File: src/rtl/cpu_step_pkg.sv
package cpu_step_pkg;

  // Switch bundle gathered at the top for internal routing.
  typedef struct packed {
    logic run;
    logic any_cyc;
    logic slow;
    logic arm;
  } panel_sw_t;

  // State of the bus cycle currently presented by the processor.
  typedef enum logic {
    CYC_FREE = 1'b0,
    CYC_HELD = 1'b1
  } cyc_state_e;

  // Counter width for a modulus, at least one bit.
  function automatic int unsigned cnt_w(input int unsigned modulus);
    return (modulus <= 1) ? 1 : $clog2(modulus);
  endfunction

endpackage

File: src/rtl/step_edge_det.sv
module step_edge_det (
  input  logic clk,
  input  logic rst,
  input  logic lvl_i,
  output logic rise_o
);

  logic prev_q;

  always_ff @(posedge clk) begin
    if (rst) prev_q <= 1'b0;
    else     prev_q <= lvl_i;
  end

  assign rise_o = lvl_i & ~prev_q;


  one_pulse_chk: assert property (@(posedge clk) disable iff (rst)
    rise_o |=> !rise_o);

endmodule

File: src/rtl/step_rate_div.sv
module step_rate_div #(
  parameter int unsigned PRE_DIV = 100000,
  parameter int unsigned RATE_W  = 10
) (
  input  logic              clk,
  input  logic              rst,
  input  logic              en_i,
  input  logic [RATE_W-1:0] rate_i,
  output logic              tick_o
);

  logic              base_tick;
  logic [RATE_W-1:0] rate_eff;
  logic [RATE_W-1:0] rate_last;
  logic [RATE_W-1:0] rate_cnt_q;
  logic              at_last;

  generate
    if (PRE_DIV <= 1) begin : g_nopre
      assign base_tick = en_i;
    end else begin : g_pre
      localparam int unsigned PW = cpu_step_pkg::cnt_w(PRE_DIV);
      localparam logic [PW-1:0] PRE_LAST = PW'(PRE_DIV - 1);
      logic [PW-1:0] pre_q;

      always_ff @(posedge clk) begin
        if (rst || !en_i)          pre_q <= '0;
        else if (pre_q == PRE_LAST) pre_q <= '0;
        else                       pre_q <= pre_q + PW'(1);
      end

      assign base_tick = en_i && (pre_q == PRE_LAST);


      pre_clear_chk: assert property (@(posedge clk) disable iff (rst)
        !en_i |=> (pre_q == '0));
    end
  endgenerate

  // zero rate is treated as one prescaler tick per step
  assign rate_eff  = (rate_i == '0) ? RATE_W'(1) : rate_i;
  assign rate_last = rate_eff - RATE_W'(1);
  assign at_last   = (rate_cnt_q >= rate_last);

  always_ff @(posedge clk) begin
    if (rst || !en_i)  rate_cnt_q <= '0;
    else if (base_tick) begin
      if (at_last) rate_cnt_q <= '0;
      else         rate_cnt_q <= rate_cnt_q + RATE_W'(1);
    end
  end

  assign tick_o = base_tick && at_last;


  rate_wrap_chk: assert property (@(posedge clk) disable iff (rst)
    tick_o |=> (rate_cnt_q == '0));


  rate_idle_chk: assert property (@(posedge clk) disable iff (rst)
    !en_i |=> (rate_cnt_q == '0) && !tick_o);

endmodule

File: src/rtl/brk_stop_latch.sv
module brk_stop_latch (
  input  logic clk,
  input  logic rst,
  input  logic run_i,
  input  logic arm_i,
  input  logic req_i,
  output logic run_now_o
);

  logic latch_q;
  logic hit;
  logic latch_d;

  assign hit       = arm_i & req_i;
  assign latch_d   = run_i & (latch_q | hit);
  assign run_now_o = run_i & ~(latch_q | hit);

  always_ff @(posedge clk) begin
    if (rst) latch_q <= 1'b0;
    else     latch_q <= latch_d;
  end


  brk_set_chk: assert property (@(posedge clk) disable iff (rst)
    (run_i && arm_i && req_i) |=> latch_q);


  brk_keep_chk: assert property (@(posedge clk) disable iff (rst)
    (latch_q && run_i) |=> latch_q);


  brk_disarm_chk: assert property (@(posedge clk) disable iff (rst)
    (!arm_i && !latch_q) |=> !latch_q);

endmodule

File: src/rtl/cycle_hold_fsm.sv
module cycle_hold_fsm
  import cpu_step_pkg::*;
(
  input  logic clk,
  input  logic rst,
  input  logic cyc_start_i,
  input  logic m1_i,
  input  logic any_i,
  input  logic run_now_i,
  input  logic step_i,
  output logic ready_o,
  output logic stopped_o
);

  cyc_state_e st_q, st_d;
  logic       qualify;

  assign qualify = any_i | m1_i;

  always_comb begin
    st_d = st_q;
    unique case (st_q)
      CYC_FREE: if (cyc_start_i && !run_now_i && qualify) st_d = CYC_HELD;
      CYC_HELD: if (run_now_i || step_i)                  st_d = CYC_FREE;
      default:  st_d = CYC_FREE;
    endcase
  end

  always_ff @(posedge clk) begin
    if (rst) begin
      st_q      <= CYC_FREE;
      ready_o   <= 1'b1;
      stopped_o <= 1'b1;
    end else begin
      st_q      <= st_d;
      ready_o   <= (st_d == CYC_FREE);
      stopped_o <= ~run_now_i;
    end
  end


  hold_entry_chk: assert property (@(posedge clk) disable iff (rst)
    $fell(ready_o) |-> ($past(cyc_start_i) && !$past(run_now_i)));


  m1_pass_chk: assert property (@(posedge clk) disable iff (rst)
    (ready_o && cyc_start_i && !any_i && !m1_i) |=> ready_o);


  step_rel_chk: assert property (@(posedge clk) disable iff (rst)
    (!ready_o && step_i) |=> ready_o);


  run_rel_chk: assert property (@(posedge clk) disable iff (rst)
    (!ready_o && run_now_i) |=> ready_o);


  run_nohold_chk: assert property (@(posedge clk) disable iff (rst)
    (ready_o && run_now_i) |=> ready_o);


  stat_chk: assert property (@(posedge clk) disable iff (rst)
    run_now_i |=> !stopped_o);

endmodule

File: src/rtl/cpu_step_ctrl.sv
module cpu_step_ctrl
  import cpu_step_pkg::*;
#(
  parameter int unsigned RATE_W  = 10,
  parameter int unsigned PRE_DIV = 100000
) (
  input  logic              clk,
  input  logic              rst,
  input  logic              cyc_start,
  input  logic              m1_cyc,
  input  logic              run_sw,
  input  logic              step_any_sw,
  input  logic              step_btn,
  input  logic              slow_sw,
  input  logic [RATE_W-1:0] step_rate,
  input  logic              brk_hit,
  input  logic              brk_arm,
  output logic              ready,
  output logic              stopped
);

  panel_sw_t sw;
  logic      btn_rise;
  logic      slow_tick;
  logic      step_ev;
  logic      run_now;

  assign sw = '{run: run_sw, any_cyc: step_any_sw, slow: slow_sw, arm: brk_arm};

  step_edge_det u_edge (
    .clk    (clk),
    .rst    (rst),
    .lvl_i  (step_btn),
    .rise_o (btn_rise)
  );

  step_rate_div #(
    .PRE_DIV (PRE_DIV),
    .RATE_W  (RATE_W)
  ) u_div (
    .clk    (clk),
    .rst    (rst),
    .en_i   (sw.slow),
    .rate_i (step_rate),
    .tick_o (slow_tick)
  );

  brk_stop_latch u_brk (
    .clk       (clk),
    .rst       (rst),
    .run_i     (sw.run),
    .arm_i     (sw.arm),
    .req_i     (brk_hit),
    .run_now_o (run_now)
  );

  // In slow mode the button is ignored; the divider supplies the steps.
  assign step_ev = sw.slow ? slow_tick : btn_rise;

  cycle_hold_fsm u_hold (
    .clk         (clk),
    .rst         (rst),
    .cyc_start_i (cyc_start),
    .m1_i        (m1_cyc),
    .any_i       (sw.any_cyc),
    .run_now_i   (run_now),
    .step_i      (step_ev),
    .ready_o     (ready),
    .stopped_o   (stopped)
  );


  rst_ready_chk: assert property (@(posedge clk)
    $past(rst) |-> (ready && stopped));

endmodule

File: config.mk
export PLATFORM = sky130hd
export DESIGN_NAME = cpu_step_ctrl
export DESIGN_NICKNAME = d
export VERILOG_FILES = /design/src/rtl/cpu_step_pkg.sv /design/src/rtl/step_edge_det.sv /design/src/rtl/step_rate_div.sv /design/src/rtl/brk_stop_latch.sv /design/src/rtl/cycle_hold_fsm.sv /design/src/rtl/cpu_step_ctrl.sv
export SDC_FILE = /design/constraint.sdc
export NUM_CORES = 1
export LEC_CHECK = 0
export ABC_AREA = 1
export CAP_MARGIN = 15
export CORE_MARGIN = 2
export CORE_UTILIZATION = 45
export DETAILED_ROUTE_END_ITERATION = 8
export PLACE_DENSITY = 0.66
export SLEW_MARGIN = 10
export SYNTH_ARGS = -nofsm -noshare
export SYNTH_HDL_FRONTEND = slang
export SYNTH_HIERARCHICAL = 1
export SYNTH_SLANG_ARGS = --single-unit
File: constraint.sdc
create_clock -name clk -period 3.2 [get_ports clk]
set_clock_uncertainty 0.05 [all_clocks]
set_input_delay 0.96 -clock clk [delete_from_list [all_inputs] [get_ports clk]]
set_output_delay 0.96 -clock clk [all_outputs]
set_load 0.02 [all_outputs]
**Yosys cells after proc, flatten, opt, wreduce, memory -nomap -nowiden**

Index checks and enable logic that the tools add are counted.

- Output and inout port bits: 2
- Memories kept: 0
- Flip-flop bits (word level): 32
- ROM bits: 0
- RAM bits: 0
- Bits in latches: 0

- $add $sub $neg: 3
- Muxes and demuxes: 6
- Order comparisons: 1
- Multiply operators: 0
- Eq/ne operators: 1
- Reductions and logical operators: 10
- Shift operators: 0
- Div/mod/pow operators: 0
- Bitwise gates (word level): 11

Operators by type and width:

| cell | count |
|---|---|
| $mux 10 | 2 |
| $add 17x1->17 const B | 1 |
| $eq 17x17->1 const B | 1 |
| $add 10x1->10 const B | 1 |
| $ge 10x10->1 | 1 |
| $logic_not 10->1 | 1 |
| $sub 10x1->10 const B | 1 |
| $not 1->1 | 5 |
| $and 1x1->1 | 4 |
| $logic_and 1x1->1 | 4 |
| $mux 1 | 3 |
| $logic_not 1->1 | 2 |
| $logic_or 1x1->1 | 2 |
| $or 1x1->1 | 2 |
| $pmux 1 s2 | 1 |
| $reduce_or 2->1 | 1 |

**Depth between registers and ports, before layout**

- Depth in word-level cells: 10
- Mapped depth: 24
- Depth with buffers taken out: 24

**Cells and area by module**

The synthesis kept the hierarchy.

Modules (own cells, without submodules):

| module | area an instance (sq um) | cells an instance | times used |
|---|---|---|---|
| step_rate_div | 2021.9 | 310 | 1 |
| cycle_hold_fsm | 112.6 | 14 | 1 |
| brk_stop_latch | 62.6 | 9 | 1 |
| step_edge_det | 31.3 | 4 | 1 |
| cpu_step_ctrl | 15.0 | 4 | 1 |

**Worst setup path after synthesis**

Ideal clock, no wire load.

- Path kind: input to register
- Start: in step_rate[4]
- End: reg u_hold.st_q
- Setup slack: -0.040 ns
- Arrival time: 3.072 ns
- Setup time: 0.118 ns
- Required time: 3.032 ns
- Path buffers: 0
- Stages: 22
- Cells stage by stage: inv_1 -> nand2_1 -> nor2_1 -> nand2_1 -> o21ai_0 -> inv_1 -> ha_1 -> nand2_1 -> nor2_1 -> xor2_1 -> ha_1 -> nand2_1 -> nor2_1 -> nand2_1 -> nor2_1 -> nor2_4 -> nor2_1 -> nand2_1 -> nand2_1 -> nand2_1 -> nand3_1 -> a21oi_2

- Cells in the longest elaborated chain, start to end: 9

Ends and longest elaborated chain:

| what | line | RTL |
|---|---|---|
| from (decl) | cpu_step_ctrl.sv:15 | `input logic [RATE_W-1:0] step_rate,` |
| $logic_not 10->1 | step_rate_div.sv:41 | `assign rate_eff = (rate_i == '0) ? RATE_W'(1) : rate_i;` |
| $mux 10 (*) | step_rate_div.sv:41 |  |
| $sub 10x1->10 (*) | step_rate_div.sv:42 | `assign rate_last = rate_eff - RATE_W'(1);` |
| $ge 10x10->1 (*) | step_rate_div.sv:43 | `assign at_last = (rate_cnt_q >= rate_last);` |
| $logic_and 1x1->1 (*) | step_rate_div.sv:53 | `assign tick_o = base_tick && at_last;` |
| net slow_tick | cpu_step_ctrl.sv:24 | `logic slow_tick;` |
| $mux 1 (*) | cpu_step_ctrl.sv:58 | `assign step_ev = sw.slow ? slow_tick : btn_rise;` |
| net step_ev | cpu_step_ctrl.sv:25 | `logic step_ev;` |
| $logic_or 1x1->1 (*) | cycle_hold_fsm.sv:24 | `CYC_HELD: if (run_now_i \|\| step_i) st_d = CYC_FREE;` |
| $mux 1 (*) | cycle_hold_fsm.sv:24 |  |
| $pmux 1 s2 (*) | cycle_hold_fsm.sv:22 | `unique case (st_q)` |
| to (signal assigned) | cycle_hold_fsm.sv:35 | `st_q <= st_d;` |
| to (decl) | cycle_hold_fsm.sv:15 | `cyc_state_e st_q, st_d;` |

Mark *: on every way through the listed nets, which the timed path passes. The rest lies on a longest branch.
A chain may end at the register's enable or synchronous reset.

**Final worst setup path**

- Start: in step_rate[2]
- End: reg u_hold.ready_o

- Cells in the longest elaborated chain, start to end: 10

Ends and longest elaborated chain:

| what | line | RTL |
|---|---|---|
| $logic_not 10->1 | step_rate_div.sv:41 |  |
| $mux 10 (*) | step_rate_div.sv:41 |  |
| $sub 10x1->10 (*) | step_rate_div.sv:42 |  |
| $ge 10x10->1 (*) | step_rate_div.sv:43 |  |
| $logic_and 1x1->1 (*) | step_rate_div.sv:53 |  |
| net slow_tick | cpu_step_ctrl.sv:24 |  |
| $mux 1 (*) | cpu_step_ctrl.sv:58 |  |
| net step_ev | cpu_step_ctrl.sv:25 |  |
| $logic_or 1x1->1 (*) | cycle_hold_fsm.sv:24 |  |
| $mux 1 (*) | cycle_hold_fsm.sv:24 |  |
| $pmux 1 s2 (*) | cycle_hold_fsm.sv:22 |  |
| $not 1->1 (*) | cycle_hold_fsm.sv:36 | `ready_o <= (st_d == CYC_FREE);` |
| to (signal assigned) | cycle_hold_fsm.sv:36 |  |
| to (decl) | cycle_hold_fsm.sv:11 | `output logic ready_o,` |

Marked as above.

==> reports/results.tsv <==
metric	value	unit
fin_tns_setup	0	ns
totalPowerFinal	830	uW
grt_max_degree	12	
clock.fmax	325	MHz
path_class	in2reg	
antenna_left	0	
critical_path.startpoint_type	input pin	
syn2layout_area_growth	29.1	%
hpwlAfterDp	3870	um
yosysWarnings	6	
vias	2260	
wirelength	5200	um
grt-ovfl-total	0	
synth.avg_cell_area	6.58	sq um
hold_violations	0	
grt_util_met2	32.8	%
cpPeakStageDelay	0.31	ns
grt_pass1_wl	8740	um
worstHoldPathType	reg2reg	
ys_seq_area_share	28.6	%
num_rows	25	
cp_common_cell	nand2_1	
gp_congestion	0.852	
arrival	3.20	ns
final_nets	430	
die_area	5570	sq um
crit_buf_inv	4	
drive_above_1_share	26.6	%
cpLargestDelayFamily	simple AND/OR/NAND/NOR gates	
synth_area	2240	sq um
synth_compound_area_share	8.42	%
leakage	1.24	nW
n_antenna_cell	0	
firstDrtPassIters	4	
syn_inst	341	
syn_nets	374	
start_util	47.2	%
cts_root_buf	clkbuf_8	
grt_pass1_vias	2067	
vias_per_cell	4.86	
cp_cell_sequence	clkbuf_2, buf_4, nor2_2, and3_1, nand4_1, buf_4, xor2_1, ha_1, nand2_1, a21oi_1, nor2_2, nand2_2, nor2_4, nor2_1, nand2_1, nand2_1, nand2_1, nand3_2, inv_2, nand2_1	
drv_cap	0	
wl_per_cell	11.2	um
yosysTopAreaCell	dfxtp_1	
finalSetupViolations	0	
crit_path_end_kind	flop	
track_usage	20.2	%
synth_area_leaders	dfxtp_1, nand2_1, nor2_1	
yosysUniqueCellTypes	31	
htree_num_levels	2	
grt_use_met3	3.39	%
maxSlewHeadroom	79.2	%
first_iter_violations	65	
slowest_stage	ha_1	
worstSkewPairLatency	0.28	ns
cts_buffers	5	
cts_tree	done	
use_met1	27.0	%
critPathMaxFanout	4	
period_minus_slack	3.07	ns
synth_top_family_by_area	simple AND/OR/NAND/NOR gates	
tightest_slew	0.311	ns
postCtsHoldBufs	0	
coreArea	4750	sq um
max-vdd-ir-drop	0.208	mV
post-route-period-util	96.0	%
port_buffers	21	
required	3.33	ns
cts_buffer_depth	2	
drv_slew	0	
die_w	74.6	um
antenna_found_initial	0	
fin_cells	465	
route.detailed.drc	0	
yosys.area_share.xor_xnor	4.68	%
synth_mux_area_share	0	%
ys_seq_elements	32	
top_usage_layer	met2	
placed_cells	448	
clk_pin_slew	0.07	ns
synth_top_area_share	28.6	%
synthAdderAreaFrac	7.25	%
status	finished, final reports clean	
dieHeight	74.6	um
powerDensity	287	nW/um^2
pin_count	22	
cts_sinks	32	
yosys.area_share.simple	40.9	%
## per-stage QoR
step	utilization, %	cell area [sq um]	setup WS [ns]	hold WS (ns)
after global placement	56.4	2680	-0.513	0.376
after floorplan	-	2250	0.00598	0.367
after detailed placement	56.4	2680	-0.554	0.394
final	60.9	2900	0.127	0.401
after global routing	60.9	2900	-0.0552	0.427
after CTS	60.4	2870	0.0201	0.406
## sequential cells by signal, summed over array words and instances (netlist names)
name               cells
u_div/g_pre.pre_q     17
u_div/rate_cnt_q      10
u_brk/latch_q          1
u_edge/prev_q          1
u_hold/ready_o         1
u_hold/st_q            1
u_hold/stopped_o       1
## synth_stat cells, drive strengths merged
cell / count
nor2: 62
inv: 56
a21oi: 19
o31ai: 1
a31oi: 1
a21o: 1
and3: 1
nand3b: 1
xor2: 11
ha: 13
o21ai: 7
nor3: 11
or2: 1
xnor2: 1
nand4: 11
buf: 2
nand3: 24
nand2: 86
dfxtp: 32
## where the power goes
part	total (mW)	leakage, nW	internal (mW)	switching [mW]
Sequential	0.405	0.259	0.403	0.00195
Clock	0.307	0.0479	0.151	0.156
Combinational	0.117	0.931	0.0597	0.0578
## final timing paths
| kind | end | depth (start not counted) | slack [ns] | start |
|---|---|---|---|---|
| max | u_hold/ready_o | 20 | 0.13 | step_rate[2] |
| min | u_div/g_pre.pre_q[0] | 1 | 0.40 | u_div/g_pre.pre_q[0] |
| max reg2reg | u_hold/ready_o | 14 | 1.35 | u_div/rate_cnt_q[0] |
| min reg2reg | u_div/g_pre.pre_q[0] | 1 | 0.40 | u_div/g_pre.pre_q[0] |
## layout by cell type, fill, tap and decap left out, types with 9 or more instances in the layout
cell	synthesis	final
inv_1	48	41
a21oi_1	13	13
dfxtp_1	32	32
nand2_1	82	76
nor2_2	3	9
clkdlybuf4s50_1	0	11
buf_4	1	30
xor2_1	11	10
ha_1	13	12
nor2_1	53	46
nand4_1	10	10
nand3_1	23	21
inv_2	8	15
## final cells by class
type,instances,area [sq um]
tap,67,83.8
fill,476,1860
multi-input combinational,251,1470
timing repair buffer,51,402
inverter,56,210
clock buffer,5,68.8
sequential,32,641
clock inverter,3,18.8
## layer usage
layer	vias up	part of all wire, %
met5	-	0
met4	0	1.1
met3	5	4.8
met2	62	47
met1	1006	47
li1	1187	-
## timing repair
| action | 4_1_cts | 5_1_grt |
|---|---|---|
| resized for setup | 22 | 35 |
| setup buffers | 9 | 0 |
| cloned | 0 | 0 |
| pin swaps | 18 | 24 |
| endpoints found under the setup margin | 12 | 12 |
## logic make-up (layout without fill, tap and decap cells)
family,Yosys count,count (layout)
buffers and inverters,58,115
XOR/XNOR,12,12
flip-flops,32,32
AND/OR/NAND/NOR,197,197
AO/OA/AOI/OAI,29,29
adder cells (fa/ha/maj),13,13
Note: power is estimated with default switching activity, not from simulation.
